==> src/rtl/lp_seq_pkg.sv <==
package lp_seq_pkg;
  localparam int unsigned N_TGT = 4;
  localparam int unsigned TGT_W = $clog2(N_TGT);

  typedef enum logic [2:0] {
    PH_EXEC  = 3'd0,
    PH_PREP  = 3'd1,
    PH_ENTER = 3'd2,
    PH_IDLE  = 3'd3,
    PH_EXIT  = 3'd4
  } phase_e;

  typedef enum logic [TGT_W-1:0] {
    T_STBY = 2'd0,
    T_RET  = 2'd1,
    T_SPD  = 2'd2,
    T_CPD  = 2'd3
  } tgt_e;

  function automatic logic is_pd(tgt_e t);
    return (t == T_SPD) || (t == T_CPD);
  endfunction
endpackage

==> src/rtl/lp_tgt_decode.sv <==
module lp_tgt_decode
  import lp_seq_pkg::*;
#(
  parameter int unsigned CODE_W = 3
) (
  input  logic [CODE_W-1:0] code_i,
  input  logic              all_idle_i,
  output tgt_e              tgt_o
);
  always_comb begin
    if (int'(code_i) >= int'(N_TGT)) begin
      tgt_o = T_STBY;                        // unsupported code
    end else begin
      tgt_o = tgt_e'(code_i[TGT_W-1:0]);
      if (tgt_o == T_CPD && !all_idle_i) tgt_o = T_SPD;
    end
  end
endmodule

==> src/rtl/lp_lat_timer.sv <==
module lp_lat_timer
  import lp_seq_pkg::*;
#(
  parameter int unsigned CNT_W = 8
) (
  input  logic                   clk_i,
  input  logic                   rst_ni,
  input  logic                   load_i,
  input  logic                   exit_sel_i,
  input  tgt_e                   tgt_i,
  input  logic [N_TGT*CNT_W-1:0] ent_lat_i,
  input  logic [N_TGT*CNT_W-1:0] ex_lat_i,
  output logic                   zero_o
);
  logic [CNT_W-1:0] ent_arr [N_TGT];
  logic [CNT_W-1:0] ex_arr  [N_TGT];
  logic [CNT_W-1:0] load_val;
  logic [CNT_W-1:0] cnt_q;

  for (genvar g = 0; g < N_TGT; g++) begin : g_slot
    assign ent_arr[g] = ent_lat_i[g*CNT_W +: CNT_W];
    assign ex_arr[g]  = ex_lat_i[g*CNT_W +: CNT_W];
  end

  assign load_val = exit_sel_i ? ex_arr[tgt_i] : ent_arr[tgt_i];

  always_ff @(posedge clk_i or negedge rst_ni) begin
    if (!rst_ni)             cnt_q <= '0;
    else if (load_i)         cnt_q <= load_val;
    else if (cnt_q != '0)    cnt_q <= cnt_q - 1'b1;
  end

  assign zero_o = (cnt_q == '0);

  AST_CNT_STEP: assert property (@(posedge clk_i) disable iff (!rst_ni)
    (!load_i && cnt_q != '0) |=> (cnt_q == $past(cnt_q) - 1'b1));
endmodule

==> src/rtl/lp_out_map.sv <==
module lp_out_map
  import lp_seq_pkg::*;
(
  input  phase_e phase_i,
  input  tgt_e   tgt_i,
  output logic   clk_gate_o,
  output logic   ret_vdd_o,
  output logic   pwr_off_o,
  output logic   core_rst_o,
  output logic   cache_req_o,
  output logic   sys_req_o
);
  logic in_idle, in_exit, pd;

  assign in_idle = (phase_i == PH_IDLE);
  assign in_exit = (phase_i == PH_EXIT);
  assign pd      = is_pd(tgt_i);

  always_comb begin
    clk_gate_o  = in_idle;
    ret_vdd_o   = in_idle && (tgt_i == T_RET);
    pwr_off_o   = in_idle && pd;
    core_rst_o  = (in_idle || in_exit) && pd;   // warm boot held through exit
    cache_req_o = in_exit;
    sys_req_o   = (tgt_i == T_CPD) && (phase_i == PH_ENTER || in_idle);
  end
endmodule

==> src/rtl/core_lp_seq.sv <==
module core_lp_seq
  import lp_seq_pkg::*;
#(
  parameter int unsigned CNT_W  = 8,
  parameter int unsigned CODE_W = 3
) (
  input  logic                   clk_i,
  input  logic                   rst_ni,
  input  logic                   req_i,
  input  logic [CODE_W-1:0]      req_code_i,
  input  logic                   prep_en_i,
  input  logic                   prep_done_i,
  input  logic                   wake_i,
  input  logic                   all_idle_i,
  input  logic                   sys_ack_i,
  input  logic                   cache_ready_i,
  input  logic [N_TGT*CNT_W-1:0] ent_lat_i,
  input  logic [N_TGT*CNT_W-1:0] ex_lat_i,
  output logic                   clk_gate_o,
  output logic                   ret_vdd_o,
  output logic                   pwr_off_o,
  output logic                   core_rst_o,
  output logic                   cache_req_o,
  output logic                   sys_req_o,
  output logic [2:0]             phase_o,
  output logic [TGT_W-1:0]       tgt_o
);
  phase_e phase_q, phase_d;
  tgt_e   tgt_q, tgt_d, tgt_dec, tgt_sel;
  logic   pend_q, pend_d;
  logic   load, exit_sel, cnt_zero;

  lp_tgt_decode #(.CODE_W(CODE_W)) u_dec (
    .code_i     (req_code_i),
    .all_idle_i (all_idle_i),
    .tgt_o      (tgt_dec)
  );

  assign tgt_sel = (phase_q == PH_EXEC) ? tgt_dec : tgt_q;

  lp_lat_timer #(.CNT_W(CNT_W)) u_tmr (
    .clk_i      (clk_i),
    .rst_ni     (rst_ni),
    .load_i     (load),
    .exit_sel_i (exit_sel),
    .tgt_i      (tgt_sel),
    .ent_lat_i  (ent_lat_i),
    .ex_lat_i   (ex_lat_i),
    .zero_o     (cnt_zero)
  );

  always_comb begin
    phase_d  = phase_q;
    tgt_d    = tgt_q;
    pend_d   = pend_q;
    load     = 1'b0;
    exit_sel = 1'b0;
    unique case (phase_q)
      PH_EXEC: if (req_i) begin
        tgt_d = tgt_dec;
        if (prep_en_i) phase_d = PH_PREP;
        else begin
          phase_d = PH_ENTER;
          load    = 1'b1;
        end
      end
      PH_PREP: begin
        if (wake_i) begin               // abort, wake wins over done
          phase_d = PH_EXEC;
          tgt_d   = T_STBY;
        end else if (prep_done_i) begin
          phase_d = PH_ENTER;
          load    = 1'b1;
        end
      end
      PH_ENTER: begin
        if (wake_i) pend_d = 1'b1;
        if (cnt_zero && (tgt_q != T_CPD || sys_ack_i)) phase_d = PH_IDLE;
      end
      PH_IDLE: if (wake_i || pend_q) begin
        phase_d  = PH_EXIT;
        load     = 1'b1;
        exit_sel = 1'b1;
        pend_d   = 1'b0;
      end
      PH_EXIT: if (cnt_zero && cache_ready_i) begin
        phase_d = PH_EXEC;
        tgt_d   = T_STBY;                // default depth after any sequence
      end
      default: begin
        phase_d = PH_EXEC;
        tgt_d   = T_STBY;
        pend_d  = 1'b0;
      end
    endcase
  end

  always_ff @(posedge clk_i or negedge rst_ni) begin
    if (!rst_ni) begin
      phase_q <= PH_EXEC;
      tgt_q   <= T_STBY;
      pend_q  <= 1'b0;
    end else begin
      phase_q <= phase_d;
      tgt_q   <= tgt_d;
      pend_q  <= pend_d;
    end
  end

  lp_out_map u_out (
    .phase_i     (phase_q),
    .tgt_i       (tgt_q),
    .clk_gate_o  (clk_gate_o),
    .ret_vdd_o   (ret_vdd_o),
    .pwr_off_o   (pwr_off_o),
    .core_rst_o  (core_rst_o),
    .cache_req_o (cache_req_o),
    .sys_req_o   (sys_req_o)
  );

  assign phase_o = phase_q;
  assign tgt_o   = tgt_q;

  AST_PREP_ABORT: assert property (@(posedge clk_i) disable iff (!rst_ni)
    (phase_q == PH_PREP && wake_i) |=> (phase_q == PH_EXEC && !clk_gate_o));
  AST_ENTER_HOLD: assert property (@(posedge clk_i) disable iff (!rst_ni)
    (phase_q == PH_ENTER && !cnt_zero) |=> (phase_q == PH_ENTER));
  AST_IDLE_HOLD: assert property (@(posedge clk_i) disable iff (!rst_ni)
    (phase_q == PH_IDLE && !wake_i && !pend_q) |=> (phase_q == PH_IDLE));
  AST_EXIT_READY: assert property (@(posedge clk_i) disable iff (!rst_ni)
    (phase_q == PH_EXIT && !cache_ready_i) |=> (phase_q == PH_EXIT));
  AST_PWR_RST: assert property (@(posedge clk_i) disable iff (!rst_ni)
    pwr_off_o |-> (core_rst_o && !ret_vdd_o));
  AST_CPD_ALL: assert property (@(posedge clk_i) disable iff (!rst_ni)
    (phase_q == PH_EXEC && req_i && !all_idle_i) |=> (tgt_o != T_CPD));
  AST_CPD_ACK: assert property (@(posedge clk_i) disable iff (!rst_ni)
    (phase_q == PH_ENTER && tgt_q == T_CPD && !sys_ack_i) |=> (phase_q == PH_ENTER));
  AST_EXEC_STBY: assert property (@(posedge clk_i) disable iff (!rst_ni)
    (phase_q == PH_EXEC) |-> (tgt_o == T_STBY));
endmodule

==> config.mk <==
export PLATFORM = sky130hd
export DESIGN_NAME = core_lp_seq
export DESIGN_NICKNAME = d
export VERILOG_FILES = /design/src/rtl/lp_seq_pkg.sv /design/src/rtl/lp_tgt_decode.sv /design/src/rtl/lp_lat_timer.sv /design/src/rtl/lp_out_map.sv /design/src/rtl/core_lp_seq.sv
export SDC_FILE = /design/constraint.sdc
export NUM_CORES = 1
export LEC_CHECK = 0
export BUFFER_PORTS_ARGS = -buffer_cell sky130_fd_sc_hd__buf_4
export CORE_ASPECT_RATIO = 0.8
export CORE_MARGIN = 5
export CORE_UTILIZATION = 44
export CTS_CLUSTER_DIAMETER = 80
export DETAILED_ROUTE_END_ITERATION = 7
export GPL_ROUTABILITY_DRIVEN = 0
export GPL_TIMING_DRIVEN = 0
export PLACE_DENSITY = 0.81
export SKIP_CTS_REPAIR_TIMING = 1
export SYNTH_ARGS = -nofsm -noshare
export SYNTH_HDL_FRONTEND = slang
export SYNTH_SLANG_ARGS = --single-unit
==> constraint.sdc <==
create_clock -name clk_i -period 3 [get_ports clk_i]
set_input_delay 0.75 -clock clk_i [delete_from_list [all_inputs] [get_ports clk_i]]
set_output_delay 0.75 -clock clk_i [all_outputs]
set_load 0.05 [all_outputs]
==> metrics.md <==
| Metric | Value |
|---|---|
| Outcome | `finished clean` |
| Num CTS Buffers | `3` |
| CTS tree | `yes` |
| Register bit count reported by yosys | `14` |
| Max-Cap Viols | `0` |
| Clk root buf | `clkbuf_8` |
| Clk_lat worst skew | `0.25 ns` |
| Die height | `about 62 µm` |
| Critical-path cell list | `buf_4 > or3b_1 > a211oi_1 > and2_1 > buf_2 > a22oi_1 > a31oi_1` |
| Die area | `0.00461 mm²` |
| DIE WIDTH | `74.7 µm` |
| Final setup skew | `0.000711 ns` |
| Core Rows | `18` |
| Clk pin slew, worst setup/hold paths | `0.06 ns` |
| Starting DRT DRC Count | `137` |
| Final hold vios | `0` |
| Setup TNS | `0 ns` |
| CTS max path bufs | `2` |
| Global route overflow | `0` |
| CORE AREA | `approximately 0.0032 mm²` |
| DR vias/cell | `5.55` |
| Share of layout cells above drive strength 1 | `50.4%` |
| DRT antenna net count | `0` |
| Overall Global Routing Usage | `19.6%` |
| Post-synthesis sequential area ratio | `23.8%` |
| Vias | `1555` |
| Total Nets Final | `320` |
| Met1 usage | `25.4%` |
| Critical Path Max Stage Delay | `0.88 ns` |
| Slew headroom | `about 30%` |
| Yosys top cell area share | `23.8%` |
| WP data required | `~3.2 ns` |
| GR Layer Usage met3 | `4.18%` |
| DR DRC count | `0` |
| Min-Delay Path Class | `in2async` |
| PnR Total Power | `0.00183 W` |
| WL/cell | `16.1 µm` |
| # IOs | `87` |
| Max-slew violation count | `0` |
| Met2 track demand over resource | `34.5%` |
| R2R depth | `6` |
| Setup crit start kind | `primary input` |
| Buffers on Ports | `86` |
| Final period utilization | `88.6%` |
| Crit-path max FO | `9` |
| PD cells | `826 mW/mm²` |
| Synth Warn # | `0` |
| Placement Cell Area | `0.00217 mm²` |
| Largest cells by area after synthesis | `dfrtp_1 24%, mux2_2 12%, mux2i_1 7.5%, mux4_2 6.1%, mux4_1 3.6%` |
| EDFF count, synth | `0` |
| Vias in the first global route | `~1.5k` |
| Cell variety after synth | `51` |
| Setup Viol. Count Final | `0` |
| CP Class | `in2reg` |
| Clock sinks | `14` |
| Syn_nets | `229` |
| Slew @ Worst Pin | `1.05 ns` |
| Critical Path Sink Type | `register` |
| Final WL | `4500 µm` |
| Synth Flop Type | `dfrtp_1` |
| Unrepaired setup endpoints after global routing | `false` |
| Average cell area after synthesis | `9.76 µm²` |
| GR peak layer | `met2` |
| Dpl hpwl | `3750 µm` |
| Largest net degree at the start of global routing | `15` |
| Synth Cell Area | `0.00147 mm²` |
| Fin util | `70.3%` |
| DR pass1 iterations | `4` |
| Global-route wire length before repair | `6890 µm` |
| Antenna violations before repair | `0` |
| Post-synth top area cell | `dfrtp_1` |
| Cells after Synth | `151` |
| Minimum clock period | `2.66 ns` |
| Starting Density | `46.7%` |
| Worst Path Arrival | `2.82 ns` |
| Leak | `1.08 nW` |
| Post-route cell area | `0.00222 mm²` |
| Maximum VDD drop | `~0.00038 V` |
| H-tree levels | `1` |
| Area growth syn-to-layout | `50.3%` |
| Diodes inserted | `0` |
| Async set or reset register ratio after synthesis | `100%` |
| Slowest CP cell | `a211oi_1` |
| F_max | `376 MHz` |
==> Yosys cell counts, drive strengths merged, types with 4 or more instances <==
cell type and n:
nor2 12, mux2 16, a22oi 4, a31oi 5, mux4 6, xnor2 4
buf 5, dfrtp 14, nor2b 4, o31ai 4, nand2 11, o21ai 6
mux2i 12
==> power by group <==
| group | total (W) | leakage [nW] | switching, W | internal, W |
|---|---|---|---|---|
| Combinational | 0.00126 | 0.888 | 0.000646 | 0.000611 |
| Clock | 0.000157 | 0.0216 | 0.0000684 | 0.0000890 |
| Sequential | 0.000415 | 0.170 | 0.000127 | 0.000289 |
==> metrics by stage <==
stage	instances	hold WS [ns]	setup slack (ns)
floorplan	151	0.454	0.00607
global placement	277	0.549	0.198
detailed placement	277	0.561	0.140
CTS	280	0.350	0.397
global route	280	0.355	0.253
finish	280	0.343	0.341
==> cell type report <==
| class | instances | area [µm²] |
|---|---|---|
| Sequential cell | 14 | 350 |
| Tap cell | 40 | 50.0 |
| Timing Repair Buffer | 86 | 646 |
| Multi-Input combinational cell | 126 | 1070 |
| Clock buffer | 3 | 41.3 |
| Buffer | 8 | 43.8 |
| Inverter | 3 | 11.3 |
| Fill cell | 269 | 937 |
==> path summary, 6_finish.rpt <==
path	slack, ns	to	start
max	0.34	u_tmr.cnt_q[5]$_DFFE_PN0P_	prep_en_i
min	0.34	tgt_o[0]$_DFFE_PN0P_	rst_ni
max reg2reg	0.49	u_tmr.cnt_q[5]$_DFFE_PN0P_	phase_o[0]$_DFFE_PN0P_
min reg2reg	0.57	pend_q$_DFFE_PN0P_	pend_q$_DFFE_PN0P_
max in group asynchronous	2.48	phase_o[1]$_DFFE_PN0P_	rst_ni
min in group clk_i	0.57	pend_q$_DFFE_PN0P_	pend_q$_DFFE_PN0P_
==> metal layers <==
| metal | vias up | part of all wire, % |
|---|---|---|
| met5 | - | 0 |
| met4 | 0 | 0.31 |
| met3 | 2 | 6.6 |
| met2 | 60 | 51 |
| met1 | 737 | 42 |
| li1 | 756 | - |
==> placed cells by master, fill, tap and decap left out, types with 3 or more instances in the layout <==
cell | netlist | final
buf_4 | 1 | 87
mux2_2 | 16 | 16
dfrtp_1 | 14 | 14
nor2_1 | 12 | 12
nand2_1 | 11 | 11
mux2i_1 | 11 | 11
o21ai_0 | 5 | 5
a31oi_1 | 5 | 5
nor2b_1 | 4 | 4
o31ai_1 | 4 | 4
xnor2_1 | 4 | 4
mux4_2 | 4 | 4
a22oi_1 | 4 | 4
inv_1 | 3 | 3
clkbuf_1 | 3 | 3
nand2b_1 | 3 | 3
a21oi_1 | 3 | 3
clkbuf_8 | 0 | 3
==> critical path, delay by kind of cell <==
| kind | cells | cell delay (ns) |
|---|---|---|
| and+or+nand+nor | 2 | 0.56 |
| AOI/OAI and AO/OA | 3 | 1.20 |
| buffers and inverters | 2 | 0.30 |
==> logic make-up after synthesis <==
| kind of cell | after synthesis | share of synthesized area [%] |
|---|---|---|
| simple gates | 49 | 19.8 |
| mux | 34 | 30.9 |
| fa+ha+maj | 2 | 1.70 |
| compound gates | 35 | 16.6 |
| xor+xnor | 6 | 3.57 |
| flops | 14 | 23.8 |
| buf+inv | 11 | 3.73 |
==> sequential cells by signal, indices dropped and copies added, names as in the netlist <==
signal and cells:
u_tmr.cnt_q 8, phase_o 3, tgt_o 2, pend_q 1
(Power assumes the default switching activity.)
